==> config.mk <==
export PLATFORM = sky130hd
export DESIGN_NAME = lps_loop_seq
export DESIGN_NICKNAME = d
export VERILOG_FILES = /design/src/rtl/lps_pkg.sv /design/src/rtl/lps_inflight.sv /design/src/rtl/lps_classify.sv /design/src/rtl/lps_issue_ctl.sv /design/src/rtl/lps_loop_seq.sv
export SDC_FILE = /design/constraint.sdc
export NUM_CORES = 1
export LEC_CHECK = 0
export BUFFER_PORTS_ARGS = -buffer_cell sky130_fd_sc_hd__buf_2
export CELL_PAD_IN_SITES_DETAIL_PLACEMENT = 1
export CELL_PAD_IN_SITES_GLOBAL_PLACEMENT = 1
export CORE_UTILIZATION = 35
export CTS_CLUSTER_DIAMETER = 50
export DETAILED_ROUTE_END_ITERATION = 7
export PLACE_DENSITY_LB_ADDON = 0.1
export SYNTH_ARGS = -nofsm -noshare
export SYNTH_HDL_FRONTEND = slang
export SYNTH_SLANG_ARGS = --single-unit
export TNS_END_PERCENT = 30
==> constraint.sdc <==
create_clock -name clk -period 6 [get_ports clk]
set_input_delay 0.9 -clock clk [delete_from_list [all_inputs] [get_ports clk]]
set_output_delay 0.9 -clock clk [all_outputs]
set_load 0.05 [all_outputs]
==> src/rtl/lps_pkg.sv <==
// Package: shared types and instruction-format constants for the loop
// sequencer. Assumes a 32-register bank split into four 8-register groups.
package lps_pkg;

    localparam int GROUP_REGS = 8;
    localparam int BANK_REGS  = 32;
    localparam int NUM_BANKS  = 2;

    typedef enum logic {
        ST_IDLE = 1'b0,
        ST_RUN  = 1'b1
    } seq_state_t;

    typedef struct packed {
        logic [2:0]            idx_reg;
        logic [2:0]            step_log2;
        logic [GROUP_REGS-1:0] node_mask;
        logic [1:0]            group;
        logic                  fp_bank;
        logic                  pre_en;
    } loop_cfg_t;

endpackage

==> src/rtl/lps_inflight.sv <==
// Module: counts iterations issued but not yet retired and flags when the
// ceiling is reached. Assumes inc fires only when full is 0; a decrement
// request at zero is dropped.
module lps_inflight #(
    parameter int MAX_INFL = 8
) (
    input  logic clk,
    input  logic rst_n,
    input  logic inc,
    input  logic dec,
    output logic full
);
    localparam int CW = $clog2(MAX_INFL + 1);

    logic [CW-1:0] cnt;
    logic          dec_eff;

    // Drop a retire when nothing is outstanding.
    assign dec_eff = dec && (cnt != '0);

    // Track the outstanding count.
    always_ff @(posedge clk) begin
        if (!rst_n) begin
            cnt <= '0;
        end else if (inc && !dec_eff) begin
            cnt <= cnt + CW'(1);
        end else if (!inc && dec_eff) begin
            cnt <= cnt - CW'(1);
        end
    end

    // Ceiling reached.
    assign full = (cnt == CW'(MAX_INFL));

endmodule

==> src/rtl/lps_classify.sv <==
// Module: builds one 32-bit forwarding-node word per bank from the latched
// loop configuration. Assumes cfg is stable while active is 1; the words
// read zero when active is 0.
module lps_classify
    import lps_pkg::*;
(
    input  loop_cfg_t                         cfg,
    input  logic                              active,
    output logic [NUM_BANKS-1:0][BANK_REGS-1:0] cls
);
    for (genvar b = 0; b < NUM_BANKS; b++) begin : g_bank
        // Place the mask in the chosen group and add the index register.
        always_comb begin
            cls[b] = '0;
            if (active && (cfg.fp_bank == b[0])) begin
                cls[b][{cfg.group, 3'b000} +: GROUP_REGS] = cfg.node_mask;
                cls[b][{cfg.group, cfg.idx_reg}]          = 1'b1;
            end
        end
    end

endmodule

==> src/rtl/lps_issue_ctl.sv <==
// Module: loop state machine. Counts down the trip count, numbers the
// iterations, gates each issue on the preamble grant and on in-flight room,
// and pulses done after the last acceptance. Assumes pre_en is the latched
// preamble flag of the running loop.
module lps_issue_ctl
    import lps_pkg::*;
#(
    parameter int CNT_W = 8
) (
    input  logic             clk,
    input  logic             rst_n,
    input  logic             start,
    input  logic [CNT_W-1:0] trip_count,
    input  logic             pre_en,
    input  logic             pre_end,
    input  logic             room,
    input  logic             it_ready,
    output logic             accept,
    output logic             it_valid,
    output logic             fire,
    output logic [CNT_W-1:0] iter_num,
    output logic             busy,
    output logic             done
);
    seq_state_t       state;
    logic [CNT_W-1:0] remaining;
    logic [CNT_W-1:0] num;
    logic             pre_ok;
    logic             done_q;

    // A new loop is taken only when idle.
    assign accept   = start && (state == ST_IDLE);
    // Offer an iteration when running, with room and any preamble done.
    assign it_valid = (state == ST_RUN) && room && (!pre_en || pre_ok);
    assign fire     = it_valid && it_ready;

    // Sequence state, counters, preamble grant and completion pulse.
    always_ff @(posedge clk) begin
        if (!rst_n) begin
            state     <= ST_IDLE;
            remaining <= '0;
            num       <= '0;
            pre_ok    <= 1'b0;
            done_q    <= 1'b0;
        end else begin
            done_q <= 1'b0;
            if (accept) begin
                num    <= '0;
                pre_ok <= 1'b0;
                if (trip_count == '0) begin
                    done_q <= 1'b1;
                end else begin
                    state     <= ST_RUN;
                    remaining <= trip_count;
                end
            end else if (state == ST_RUN) begin
                if (fire) begin
                    num       <= num + CNT_W'(1);
                    remaining <= remaining - CNT_W'(1);
                    pre_ok    <= 1'b0;
                    if (remaining == CNT_W'(1)) begin
                        state  <= ST_IDLE;
                        done_q <= 1'b1;
                    end
                end else if (pre_end && pre_en) begin
                    pre_ok <= 1'b1;
                end
            end
        end
    end

    assign iter_num = num;
    assign busy     = (state == ST_RUN);
    assign done     = done_q;

endmodule

==> src/rtl/lps_loop_seq.sv <==
// Module: top of the loop iteration sequencer. Latches the loop-start fields
// on acceptance, forms the per-iteration index as number << step, and exposes
// the register classification words. Assumes downstream follows valid/ready.
module lps_loop_seq
    import lps_pkg::*;
#(
    parameter int CNT_W    = 8,
    parameter int IDX_W    = 16,
    parameter int MAX_INFL = 8
) (
    input  logic                 clk,
    input  logic                 rst_n,
    input  logic                 start,
    input  logic [2:0]           cfg_idx_reg,
    input  logic [2:0]           cfg_step_log2,
    input  logic [7:0]           cfg_node_mask,
    input  logic [1:0]           cfg_group,
    input  logic                 cfg_fp_bank,
    input  logic                 cfg_pre_en,
    input  logic [CNT_W-1:0]     trip_count,
    input  logic                 pre_end,
    input  logic                 it_ready,
    input  logic                 it_retire,
    output logic                 it_valid,
    output logic [CNT_W-1:0]     it_num,
    output logic [IDX_W-1:0]     it_index,
    output logic [BANK_REGS-1:0] int_cls,
    output logic [BANK_REGS-1:0] fp_cls,
    output logic                 busy,
    output logic                 done
);
    loop_cfg_t                          cfg_q;
    logic                               accept;
    logic                               fire;
    logic                               full;
    logic [NUM_BANKS-1:0][BANK_REGS-1:0] cls;

    // Capture the loop-start fields when a new loop is accepted.
    always_ff @(posedge clk) begin
        if (!rst_n) begin
            cfg_q <= '0;
        end else if (accept) begin
            cfg_q <= '{idx_reg:   cfg_idx_reg,
                       step_log2: cfg_step_log2,
                       node_mask: cfg_node_mask,
                       group:     cfg_group,
                       fp_bank:   cfg_fp_bank,
                       pre_en:    cfg_pre_en};
        end
    end

    lps_issue_ctl #(.CNT_W(CNT_W)) u_ctl (
        .clk        (clk),
        .rst_n      (rst_n),
        .start      (start),
        .trip_count (trip_count),
        .pre_en     (cfg_q.pre_en),
        .pre_end    (pre_end),
        .room       (!full),
        .it_ready   (it_ready),
        .accept     (accept),
        .it_valid   (it_valid),
        .fire       (fire),
        .iter_num   (it_num),
        .busy       (busy),
        .done       (done)
    );

    lps_inflight #(.MAX_INFL(MAX_INFL)) u_infl (
        .clk   (clk),
        .rst_n (rst_n),
        .inc   (fire),
        .dec   (it_retire),
        .full  (full)
    );

    lps_classify u_cls (
        .cfg    (cfg_q),
        .active (busy),
        .cls    (cls)
    );

    // Index is the iteration number scaled by the power-of-two step.
    assign it_index = IDX_W'(it_num) << cfg_q.step_log2;
    assign int_cls  = cls[0];
    assign fp_cls   = cls[1];

endmodule

* Word-level counts from Yosys, hierarchy flattened
Cells that the tools add are included.
Cells by class: add/sub/neg operators 5, multiply operators 0, divide/modulo/power cells 0, $lt $le $gt $ge 2, eq/ne operators 3, shifts and indexed selects 3, multiplexer cells 22, bitwise logic cells 5, reductions and logical operators 26
Operator list (number):
- two-way mux 32 bit | 2
- AND 32 bit | 1
- two-way mux 8 bit | 4
- OR 32 bit | 1
- variable shift 8 x 7 -> 32 bit, first input constant | 1
- variable part select 8 x 7 -> 32 bit | 1
- << shifter 8 x 3 -> 16 bit | 1
- two-way mux 1 bit | 13
- logical AND 1 bit | 11
- adder 8 x 1 -> 8 bit, second input constant | 1
- equality test 8 x 1 -> 1 bit, second input constant | 1
- zero test 8 bit | 1
- two-way mux 4 bit | 2
- nonzero test 2 bit | 4
- subtractor 8 x 1 -> 8 bit, second input constant | 1
- negator 5 -> 7 bit | 1
- less-than comparator 5 x 6 -> 1 bit, second input constant | 1
- demux 1 bit (select 5 bit) | 1
- greater-or-equal comparator 5 x 1 -> 1 bit, second input constant | 1
- adder 4 x 1 -> 4 bit, second input constant | 1
- equality test 4 bit, second input constant | 1
- zero test 1 bit | 4
- AND reduction 2 bit | 2
- nonzero test 4 bit | 1
- 6 further kinds | 8
Word-level totals: flip-flop bits (word level) 41, latch bits 0, bits in writable memories 0, memory bits (read-only) 0, bits of input ports 32, memories 0

* Longest topological paths before layout
Gate-level depths: netlist of run 1.
depth after elaboration 9, gate-level depth with buffers 11, mapped depth without buffers 10

* Hierarchy
From an unflattened synthesis of run 1, not the netlist that was laid out.
Second synthesis, totals: cells, all modules 406, area total of the unflattened synthesis 3473.3 um^2
By module, submodules not included:
- lps_issue_ctl | instances 1, cells an instance 127, area an instance 1098.6 um^2
- lps_classify | instances 1, cells an instance 150, area an instance 1081.0 um^2
- lps_loop_seq | instances 1, cells an instance 101, area an instance 1003.5 um^2
- lps_inflight | instances 1, cells an instance 28, area an instance 290.3 um^2

* Least setup slack after synthesis of run 1
Ideal clock, no wire load.
path type register to output, start reg cfg_q[2] (netlist name), end out int_cls[10], data arrival time 2278 ps, data required time 5100 ps, path slack 2822 ps, cell stages (with the launch flop) 7, buffers on the path 1, cells stage by stage dfxtp_1 -> inv_1 -> ha_1 -> clkbuf_1 -> nor3_1 -> a22oi_1 -> nor2_1
On the way: cells in the longest elaborated chain, start to end 6, elaborated cells between the ends (all ways) 11
Ends and longest elaborated chain:
- start: declaration | RTL line lps_loop_seq.sv:32 | loop_cfg_t cfg_q;
- start signal: assignment | RTL line lps_loop_seq.sv:43 | cfg_q <= '{idx_reg: cfg_idx_reg,
- parallel branches: the longest is 4 deep, another holds negator 5 -> 7 bit
- OR 32 bit (no source line) *
- two-way mux 32 bit * | RTL line lps_classify.sv:15 | if (active && (cfg.fp_bank == b[0])) begin
- end: declaration | RTL line lps_loop_seq.sv:27 | output logic [BANK_REGS-1:0] int_cls,
Every way passes the cells marked *.

* Worst setup path after layout of run 1
start reg cfg_q[2] (netlist name), end out int_cls[9]
Same word-level chain as after synthesis.

==> results of run 1 <==
critical path: cells and delay by family (launching register included):
kind | cells | cell delay [ns]
compound gates | 1 | 0.26
fa+ha+maj | 1 | 0.40
buf+inv | 2 | 0.46
flops | 1 | 0.46
simple gates | 3 | 0.91
Yosys cell counts, drive strengths merged:
cell and count:
nand3b 1, nand2b 4, and2 6, a22oi 16
and3 2, a21o 1, xor2 7, buf 13
mux2 5, nor2 85, o211ai 3, or3 1
nor4 2, nand2 65, a32oi 16, a21boi 21
ha 11, clkbuf 19, dfxtp 41, nor4bb 2
a31oi 1, nor2b 9, or4 1, mux2i 11
nor3 8, nand3 3, or3b 1, a221oi 2
o21ai 13, o31ai 2, o41ai 2, o22ai 6
inv 8, conb 1, o211a 1, fa 1
nor4b 2, a211o 1, nand4 5, a21oi 3
xnor2 5
kinds of logic after synthesis:
logic type / count (synthesis) / synth area share
simple gates: 197 / 0.300
compound gates: 88 / 0.222
flops: 41 / 0.276
buf+inv: 40 / 0.0568
mux: 16 / 0.0560
fa+ha+maj: 12 / 0.0530
xor+xnor: 12 / 0.0353
other cells: 1 / 0.00126
through the flow:
stage / instance area, µm² / utilization
after floorplan: 2970 / -
final: 3710 / 0.451
after detailed placement: 3590 / 0.437
after global routing: 3710 / 0.451
after global placement: 3590 / 0.437
after CTS: 3700 / 0.451
state kept, by name, summed over array words and instances (netlist names):
signal,flops
u_ctl.remaining,8
u_ctl.busy,1
u_ctl.pre_ok,1
u_ctl.done,1
cfg_q,18
u_ctl.iter_num,8
u_infl.cnt,4
where the power goes:
| part | internal [µW] | switching (µW) |
|---|---|---|
| clock | 125 | 101 |
| sequential | 301 | 49.0 |
| combinational | 118 | 157 |
| total | 544 | 307 |
per-layer routing:
metal | vias to the layer above | GRT usage | wire length [µm]
met5 | - | 0 | 0
met4 | 0 | 0.0346 | 73
met3 | 7 | 0.0275 | 378
met2 | 84 | 0.348 | 4410
met1 | 1544 | 0.293 | 4420
li1 | 1602 | - | -
worst min path at each step:
stage                             from            endpoint  slack (ns)  cells after the start
finish                        cfg_q[1]            cfg_q[1]        0.49                      2
global placement              cfg_q[1]            cfg_q[1]        0.47                      2
detailed placement            cfg_q[1]            cfg_q[1]        0.48                      2
floorplan                     cfg_q[1]            cfg_q[1]        0.45                      2
CTS                           cfg_q[1]            cfg_q[1]        0.49                      2
global route        u_ctl.remaining[6]  u_ctl.remaining[6]        0.53                      2
final cells by class:
cell class / instances / area share
Inverter: 8 / 0.00810
Sequential cell: 41 / 0.221
Tap cell: 105 / 0.0354
Timing Repair Buffer: 123 / 0.167
Multi-Input combinational cell: 326 / 0.537
Clock buffer: 5 / 0.0186
Clock inverter: 3 / 0.0118
==> results.toml, run 1 <==
[global_routing]
grt_overflow_total = 0
grt_pass1_wl_um = 15000
grt_pass1_vias = 2949
antenna_found_initial = 0
grt_use_total = 0.210
grt_max_degree = 39

[sta]
rsz0062_at_grt = "false"
skew_ns = 0.0105
max_slew_margin = 0.244
period_share = 0.615
worstMarginPinSlew_ns = 1.13
fin_setup_tns_ns = 0
final.setup.worst_slack_ns = 2.31
fmax_mhz = 271
finalSetupViolations = 0
post-route-min-period_ns = 3.69
hold_ws_ns = 0.493
slew_viol_final = 0
hold_viol_final = 0

[hold_path]
hp-class = "reg -> reg"

[cells_and_area]
mostFrequentLayoutCell = "buf_2"
layout_common_cells = "121 x buf_2, 85 x nor2_1, 65 x nand2_1"
fin_cells = 611
multi_input_area_um2 = 1990
drive_above_1_share = 0.292
final_nets = 549
antennaDiodeCount = 0
n_fill_cell = 1080
syn_to_final_growth_pct = 24.7
register_area_um2 = 821

[worst_setup_path]
cp_max_fo = 8
r2r_setup_slack_ns = 2.88
start_kind = "flop"
critical_path_class = "reg -> out"
endpoint_kind = "primary output"
slowest_stage = "nor3_1"
cp.required_ns = 5.10
reg2regPathDepth = 10
cp-endpoint = "int_cls[9]"
r2r-end = "u_infl.cnt[3]"
r2r_start = "u_infl.cnt[0]"
worstPathCellList = "inv_1, ha_1, nand2_1, nor3_1, a22oi_1, nor2_1, buf_2"
arrival_ns = 2.79
startpoint = "cfg_q[2]"
critPathMaxStageDelay_ns = 0.69

[logic_synthesis]
yosysTopAreaCell = "dfxtp_1"
synth_area_leaders = "dfxtp_1 28%, nor2_1 11%, nand2_1 8.2%"
ys_seq_area_frac = 0.276
yosys_warnings = 0
syn_area_um2 = 2970
yosys_register_bits = 41
synth.top_cell.area_share = 0.276
postSynthCellCount = 407
synth_cell_types = 51
synth_nets = 451
avgSynthCellArea_um2 = 7.31

[drt]
drt.antenna.violating_nets = 0
routed_via_density = 5.30
drt_iter0_drc = 148
drc = 0
num_vias = 3237
drt_pass1_iterations = 5
routedWlPerCell_um = 15.2
drt-total-wl_um = 9280

[floorplanning]
dieHeight_um = 94.2
dieArea_um2 = 8870
io_pins = 123
start_util = 0.362
core.rowCount = 33
core_area_um2 = 8220
fp.dieW_um = 94.2

[clock_network]
insertion_delay_ns = 0.29
htree_levels = 2
numCtsBuffers = 5
ctsResizeCount = 0
cts_setup_buffers = 0
cts_root_buf = "clkbuf_8"
clkSinkCount = 41
cts_tree = "done"
cts.clk_slew.worst_paths_ns = 0.09
cts_buffer_depth = 2
cts_hold_buf = 0

[placed_design]
pre_cts_ws_ns = 2.29
port_buffers = 121
dp_cells = 603
place_hpwl_um = 7030
gp_congestion = 0.807

[run_status]
status = "finished, final reports clean"

[power_and_ir_drop]
power_density_nw_per_um2 = 230
finalPower_uw = 851
peakVddDrop_mv = 0.141
leakagePower_uw = 0.00162

[run]
drv_cap = 0
(Power assumes the default switching activity.)
==> inputs of run 2 (changes only) <==
--- a/config.mk
+++ b/config.mk
@@ -8,7 +8,7 @@
 export BUFFER_PORTS_ARGS = -buffer_cell sky130_fd_sc_hd__buf_2
 export CELL_PAD_IN_SITES_DETAIL_PLACEMENT = 1
 export CELL_PAD_IN_SITES_GLOBAL_PLACEMENT = 1
-export CORE_UTILIZATION = 35
+export CORE_UTILIZATION = 30
 export CTS_CLUSTER_DIAMETER = 50
 export DETAILED_ROUTE_END_ITERATION = 7
 export PLACE_DENSITY_LB_ADDON = 0.1
==> constraint.sdc (replaced) <==
create_clock -name clk -period 3.2 [get_ports clk]
set_input_delay 0.48 -clock clk [delete_from_list [all_inputs] [get_ports clk]]
set_output_delay 0.48 -clock clk [all_outputs]
set_load 0.05 [all_outputs]
==> run 2 against run 1 <==
Compared with the run above: critical path depth unchanged; sequential cell count did not move; utilization is 4.7 points lower; sequential power up 87%; largest power group unchanged; highest routed layer unchanged.
==> results.toml, run 2 (synthesis results as in run 1) <==
[drt]
drt.antenna.violating_nets = 0
drt_pass1_iterations = 4
drt-total-wl_um = 9400
drt_iter0_drc = 67
routedWlPerCell_um = 14.7
routed_via_density = 4.98
num_vias = 3192
drc = 0

[clock_network]
htree_levels = 2
insertion_delay_ns = 0.30
cts_setup_buffers = 0
numCtsBuffers = 5
cts_root_buf = "clkbuf_8"
cts_buffer_depth = 2
ctsResizeCount = 0
cts_tree = "done"
cts.clk_slew.worst_paths_ns = 0.09
clkSinkCount = 41
cts_hold_buf = 0

[floorplanning]
fp.dieW_um = 102
io_pins = 123
start_util = 0.316
core.rowCount = 35
dieHeight_um = 102
dieArea_um2 = 10300
core_area_um2 = 9420

[sta]
hold_ws_ns = 0.427
fmax_mhz = 351
slew_viol_final = 0
fin_setup_tns_ns = 0
max_slew_margin = 0.275
post-route-min-period_ns = 2.85
finalSetupViolations = 0
rsz0062_at_grt = "false"
worstMarginPinSlew_ns = 1.09
hold_viol_final = 0
period_share = 0.892
skew_ns = 0.0115

[worst_setup_path]
start_kind = "flop"
arrival_ns = 2.37
worstPathCellList = "inv_1, ha_1, nor4bb_1, buf_4, a22oi_1, nor2_1, buf_2"
cp_max_fo = 8
cp.required_ns = 2.72
worst-path-buf-inv = 3
slowest_stage = "dfxtp_1"
crit_family = "buffers and inverters"
critical_path_class = "reg -> out"
endpoint_kind = "primary output"
critPathMaxStageDelay_ns = 0.44

[hold_path]
hp-class = "in -> reg"

[placed_design]
place_hpwl_um = 7230
postPlaceCellArea_um2 = 3660
port_buffers = 121
gp_congestion = 0.812

[global_routing]
grt_use_total = 0.184
grt_overflow_total = 0
grt_pass1_vias = 2871
grt_max_degree = 39
grt_pass1_wl_um = 14900
antenna_found_initial = 0

[cells_and_area]
drive_above_1_share = 0.299
largest_reg_flops = 18
antennaDiodeCount = 0
top_register = "cfg_q"
layout_common_cells = "121 x buf_2, 85 x nor2_1, 65 x nand2_1"
final_nets = 555
n_fill_cell = 1247
stdcell_area_um2 = 3800
mostFrequentLayoutCell = "buf_2"
syn_to_final_growth_pct = 27.9

[power_and_ir_drop]
power_density_nw_per_um2 = 442
leakagePower_uw = 0.00166
peakVddDrop_mv = 0.257

[run_status]
status = "finished, final reports clean"

[run]
drv_cap = 0
[run 2: layer usage]
layer / global-route usage / part of all wire
met1: 0.253 / 0.48
met2: 0.305 / 0.47
met3: 0.0235 / 0.037
met4: 0.0412 / 0.0087
met5: 0 / 0
[run 2: where the power goes]
| part | switching, µW | leakage (µW) | internal (µW) |
|---|---|---|---|
| Combinational | 291 | 0.00126 | 226 |
| Sequential | 89.1 | 0.000336 | 565 |
| Clock | 194 | 0.0000687 | 314 |
[run 2: final timing paths]
path,start,endpoint,slack (ns),depth (start not counted)
max,cfg_q[2],fp_cls[19],0.35,7
min,cfg_node_mask[2],cfg_q[6],0.43,3
max reg2reg,u_infl.cnt[0],u_infl.cnt[3],0.78,10
min reg2reg,cfg_q[1],cfg_q[1],0.50,2
[run 2: layout make-up]
type,count,area (µm²),area share
Inverter,8,30.0,0.00790
Clock buffer,5,68.8,0.0181
Sequential cell,41,821,0.216
Timing Repair Buffer,129,666,0.175
Clock inverter,3,68.8,0.0181
Tap cell,129,161,0.0424
Multi-Input combinational cell,326,1990,0.523
[run 2: metrics by stage]
stage	cells	worst slack, ns	power [µW]	utilization
finish	641	0.347	1680	0.404
global route	641	0.177	1800	0.404
CTS	641	0.349	1710	0.404
detailed placement	633	0.691	1190	0.389
global placement	633	0.798	1170	0.389
floorplan	407	0.417	1060	-
[run 2: worst min-delay path, delay by kind of cell]
| kind | cells | cell delay [ns] |
|---|---|---|
| compound gates | 1 | 0.06 |
| buf+inv | 1 | 0.09 |
| simple gates | 1 | 0.04 |
==> inputs of run 3 (changes only) <==
--- a/config.mk
+++ b/config.mk
@@ -8,11 +8,12 @@
 export BUFFER_PORTS_ARGS = -buffer_cell sky130_fd_sc_hd__buf_2
 export CELL_PAD_IN_SITES_DETAIL_PLACEMENT = 1
 export CELL_PAD_IN_SITES_GLOBAL_PLACEMENT = 1
-export CORE_UTILIZATION = 30
+export CORE_UTILIZATION = 33
 export CTS_CLUSTER_DIAMETER = 50
 export DETAILED_ROUTE_END_ITERATION = 7
 export PLACE_DENSITY_LB_ADDON = 0.1
 export SYNTH_ARGS = -nofsm -noshare
 export SYNTH_HDL_FRONTEND = slang
+export SYNTH_HIERARCHICAL = 1
 export SYNTH_SLANG_ARGS = --single-unit
 export TNS_END_PERCENT = 30
==> run 3 against run 2 <==
Compared with the run above: count of clock-buffer cells in the layout is 2 higher; global-route usage grew 2.2 points; sequential cell count unchanged; highest routed layer unchanged; critical path type unchanged; hold slack better by 0.011 ns; first-iteration DRC count is 110% higher; sequential power shrank 3%; register-to-register slack got worse by 0.23 ns; clock power decreased by 15%; via count is 14% higher; combinational power fell by 8.1%.
==> results.toml, run 3 <==
[placed_design]
place_hpwl_um = 8750
postPlaceCellArea_um2 = 4090
port_buffers = 121
pre_cts_ws_ns = 0.433
gp_congestion = 0.848

[drt]
routed_via_density = 5.66
num_vias = 3631
routedWlPerCell_um = 18.0
drt-total-wl_um = 11500
drt_pass1_iterations = 4
drc = 0
drt.antenna.violating_nets = 0
drt_iter0_drc = 141

[cells_and_area]
drive_above_1_share = 0.304
layout_common_cells = "121 x buf_2, 40 x dfxtp_1, 31 x mux2i_1"
final_nets = 549
antennaDiodeCount = 0
utilization = 0.410
top_register = "cfg_q"
n_fill_cell = 1300
multi_input_area_um2 = 2390
syn_to_final_growth_pct = 21.2
mostFrequentLayoutCell = "buf_2"
stdcell_area_um2 = 4210
register_area_um2 = 822
largest_reg_flops = 18

[hold_path]
whs_path_depth = 3
hp-class = "in -> reg"

[logic_synthesis]
syn_area_um2 = 3470
yosys_register_bits = 41
async_reset_ff_frac = 0
synth.top_cell.area_share = 0.236
synth_nets = 450
postSynthCellCount = 406
synth_cell_types = 67
synth_most_common_cell = "dfxtp_1"
synth-edff-count = 0
avgSynthCellArea_um2 = 8.56
ys_seq_area_frac = 0.236
synth_common_cells = "41 x dfxtp_1, 31 x mux2i_1, 27 x o22ai_1"
synth_area_leaders = "dfxtp_1 24%, mux2i_1 8.9%, o32ai_1 6.6%"
yosys_warnings = 6
synth_flop_cell = "dfxtp_1"
yosysTopAreaCell = "dfxtp_1"

[floorplanning]
core.rowCount = 37
dieHeight_um = 105
fp.dieW_um = 105
core_area_um2 = 10300
dieArea_um2 = 10900
start_util = 0.338
io_pins = 123

[clock_network]
insertion_delay_ns = 0.29
clkSinkCount = 41
cts_buffer_depth = 2
htree_levels = 2
cts_root_buf = "clkbuf_8"
cts.clk_slew.worst_paths_ns = 0.08
cts_setup_buffers = 0
cts_tree = "done"
numCtsBuffers = 5

[worst_setup_path]
cp.required_ns = 2.72
endpoint_kind = "primary output"
cp_max_fo = 16
reg2regPathDepth = 12
r2r_setup_slack_ns = 0.55
start_kind = "flop"
critical_path_class = "reg -> out"
arrival_ns = 2.41

[global_routing]
grt_overflow_total = 0
grt_use_total = 0.205
antenna_found_initial = 0
grt_pass1_vias = 3533
grt_max_degree = 35
grt_pass1_wl_um = 18300

[power_and_ir_drop]
power_density_nw_per_um2 = 367
leakagePower_uw = 0.00175
peakVddDrop_mv = 0.188

[run]
drv_cap = 0

[run_status]
status = "finished, final reports clean"

[sta]
skew_ns = 0.00661
rsz0062_at_grt = "false"
slew_viol_final = 0
max_slew_margin = 0.486
period_share = 0.902
finalSetupViolations = 0
post-route-min-period_ns = 2.89
fmax_mhz = 346
final.setup.worst_slack_ns = 0.312
worstMarginPinSlew_ns = 0.770
fin_setup_tns_ns = 0
hold_viol_final = 0
## run 3: cells by family (layout without fill, tap and decap cells)
group                    after synthesis  after routing  share of synthesized area
AND/OR/NAND/NOR                      148            148                      0.278
AO/OA/AOI/OAI                        112            112                      0.237
buffers and inverters                 49            149                     0.0746
flip-flops                            41             41                      0.236
multiplexers                          38             38                      0.115
adder cells (fa/ha/maj)               12             12                     0.0454
XOR/XNOR                               5              5                     0.0126
other                                  1              1                    0.00108
## run 3: critical path, cell delays in order, from the launching register on
cell	delay, ns
dfxtp_2	0.47
inv_1	0.12
ha_1	0.48
nand4b_2	0.43
o22ai_1	0.31
buf_2	0.30
## run 3: layout make-up
| class | instances | area share |
|---|---|---|
| multi-input combinational | 316 | 0.569 |
| sequential | 41 | 0.195 |
| timing repair buffer | 128 | 0.156 |
| tap | 136 | 0.0404 |
| clock buffer | 7 | 0.0205 |
| inverter | 13 | 0.0116 |
| clock inverter | 1 | 0.00713 |
## run 3: stage by stage
step / total power [µW] / std cells / hold slack [ns]
floorplan: 1030 / 406 / 0.449
global placement: 1110 / 634 / 0.474
detailed placement: 1120 / 634 / 0.484
global route: 1640 / 642 / 0.442
finish: 1540 / 642 / 0.438
CTS: 1560 / 642 / 0.433
## run 3: layer usage
metal,part of all wire,GRT usage,vias up
met3,0.041,0.0225,11
li1,-,-,1764
met4,0.012,0.0543,0
met1,0.45,0.256,1756
met2,0.49,0.373,100
met5,0,0,-
## run 3: repair_timing
item / in CTS / in global routing
endpoints found under the hold margin: 0 / 0
hold buffers: 0 / 0
endpoints found under the setup margin: 0 / 19
gates resized for setup: 0 / 1
## run 3: final timing paths
| check | startpoint | endpoint |
|---|---|---|
| worst min register to register | u_ctl/remaining[7] | u_ctl/remaining[7] |
| worst max register to register | u_infl/cnt[0] | u_infl/cnt[3] |
| worst min-delay path | cfg_idx_reg[0] | cfg_q[15] |
| worst max-delay path | cfg_q[2] | int_cls[11] |
## run 3: where the power goes
| part | leakage (µW) | total (µW) | internal, µW | switching, µW |
|---|---|---|---|---|
| Clock | 0.0000585 | 434 | 254 | 180 |
| Sequential | 0.000336 | 636 | 556 | 79.3 |
| Combinational | 0.00136 | 475 | 199 | 276 |
| Total | 0.00175 | 1540 | 1010 | 535 |
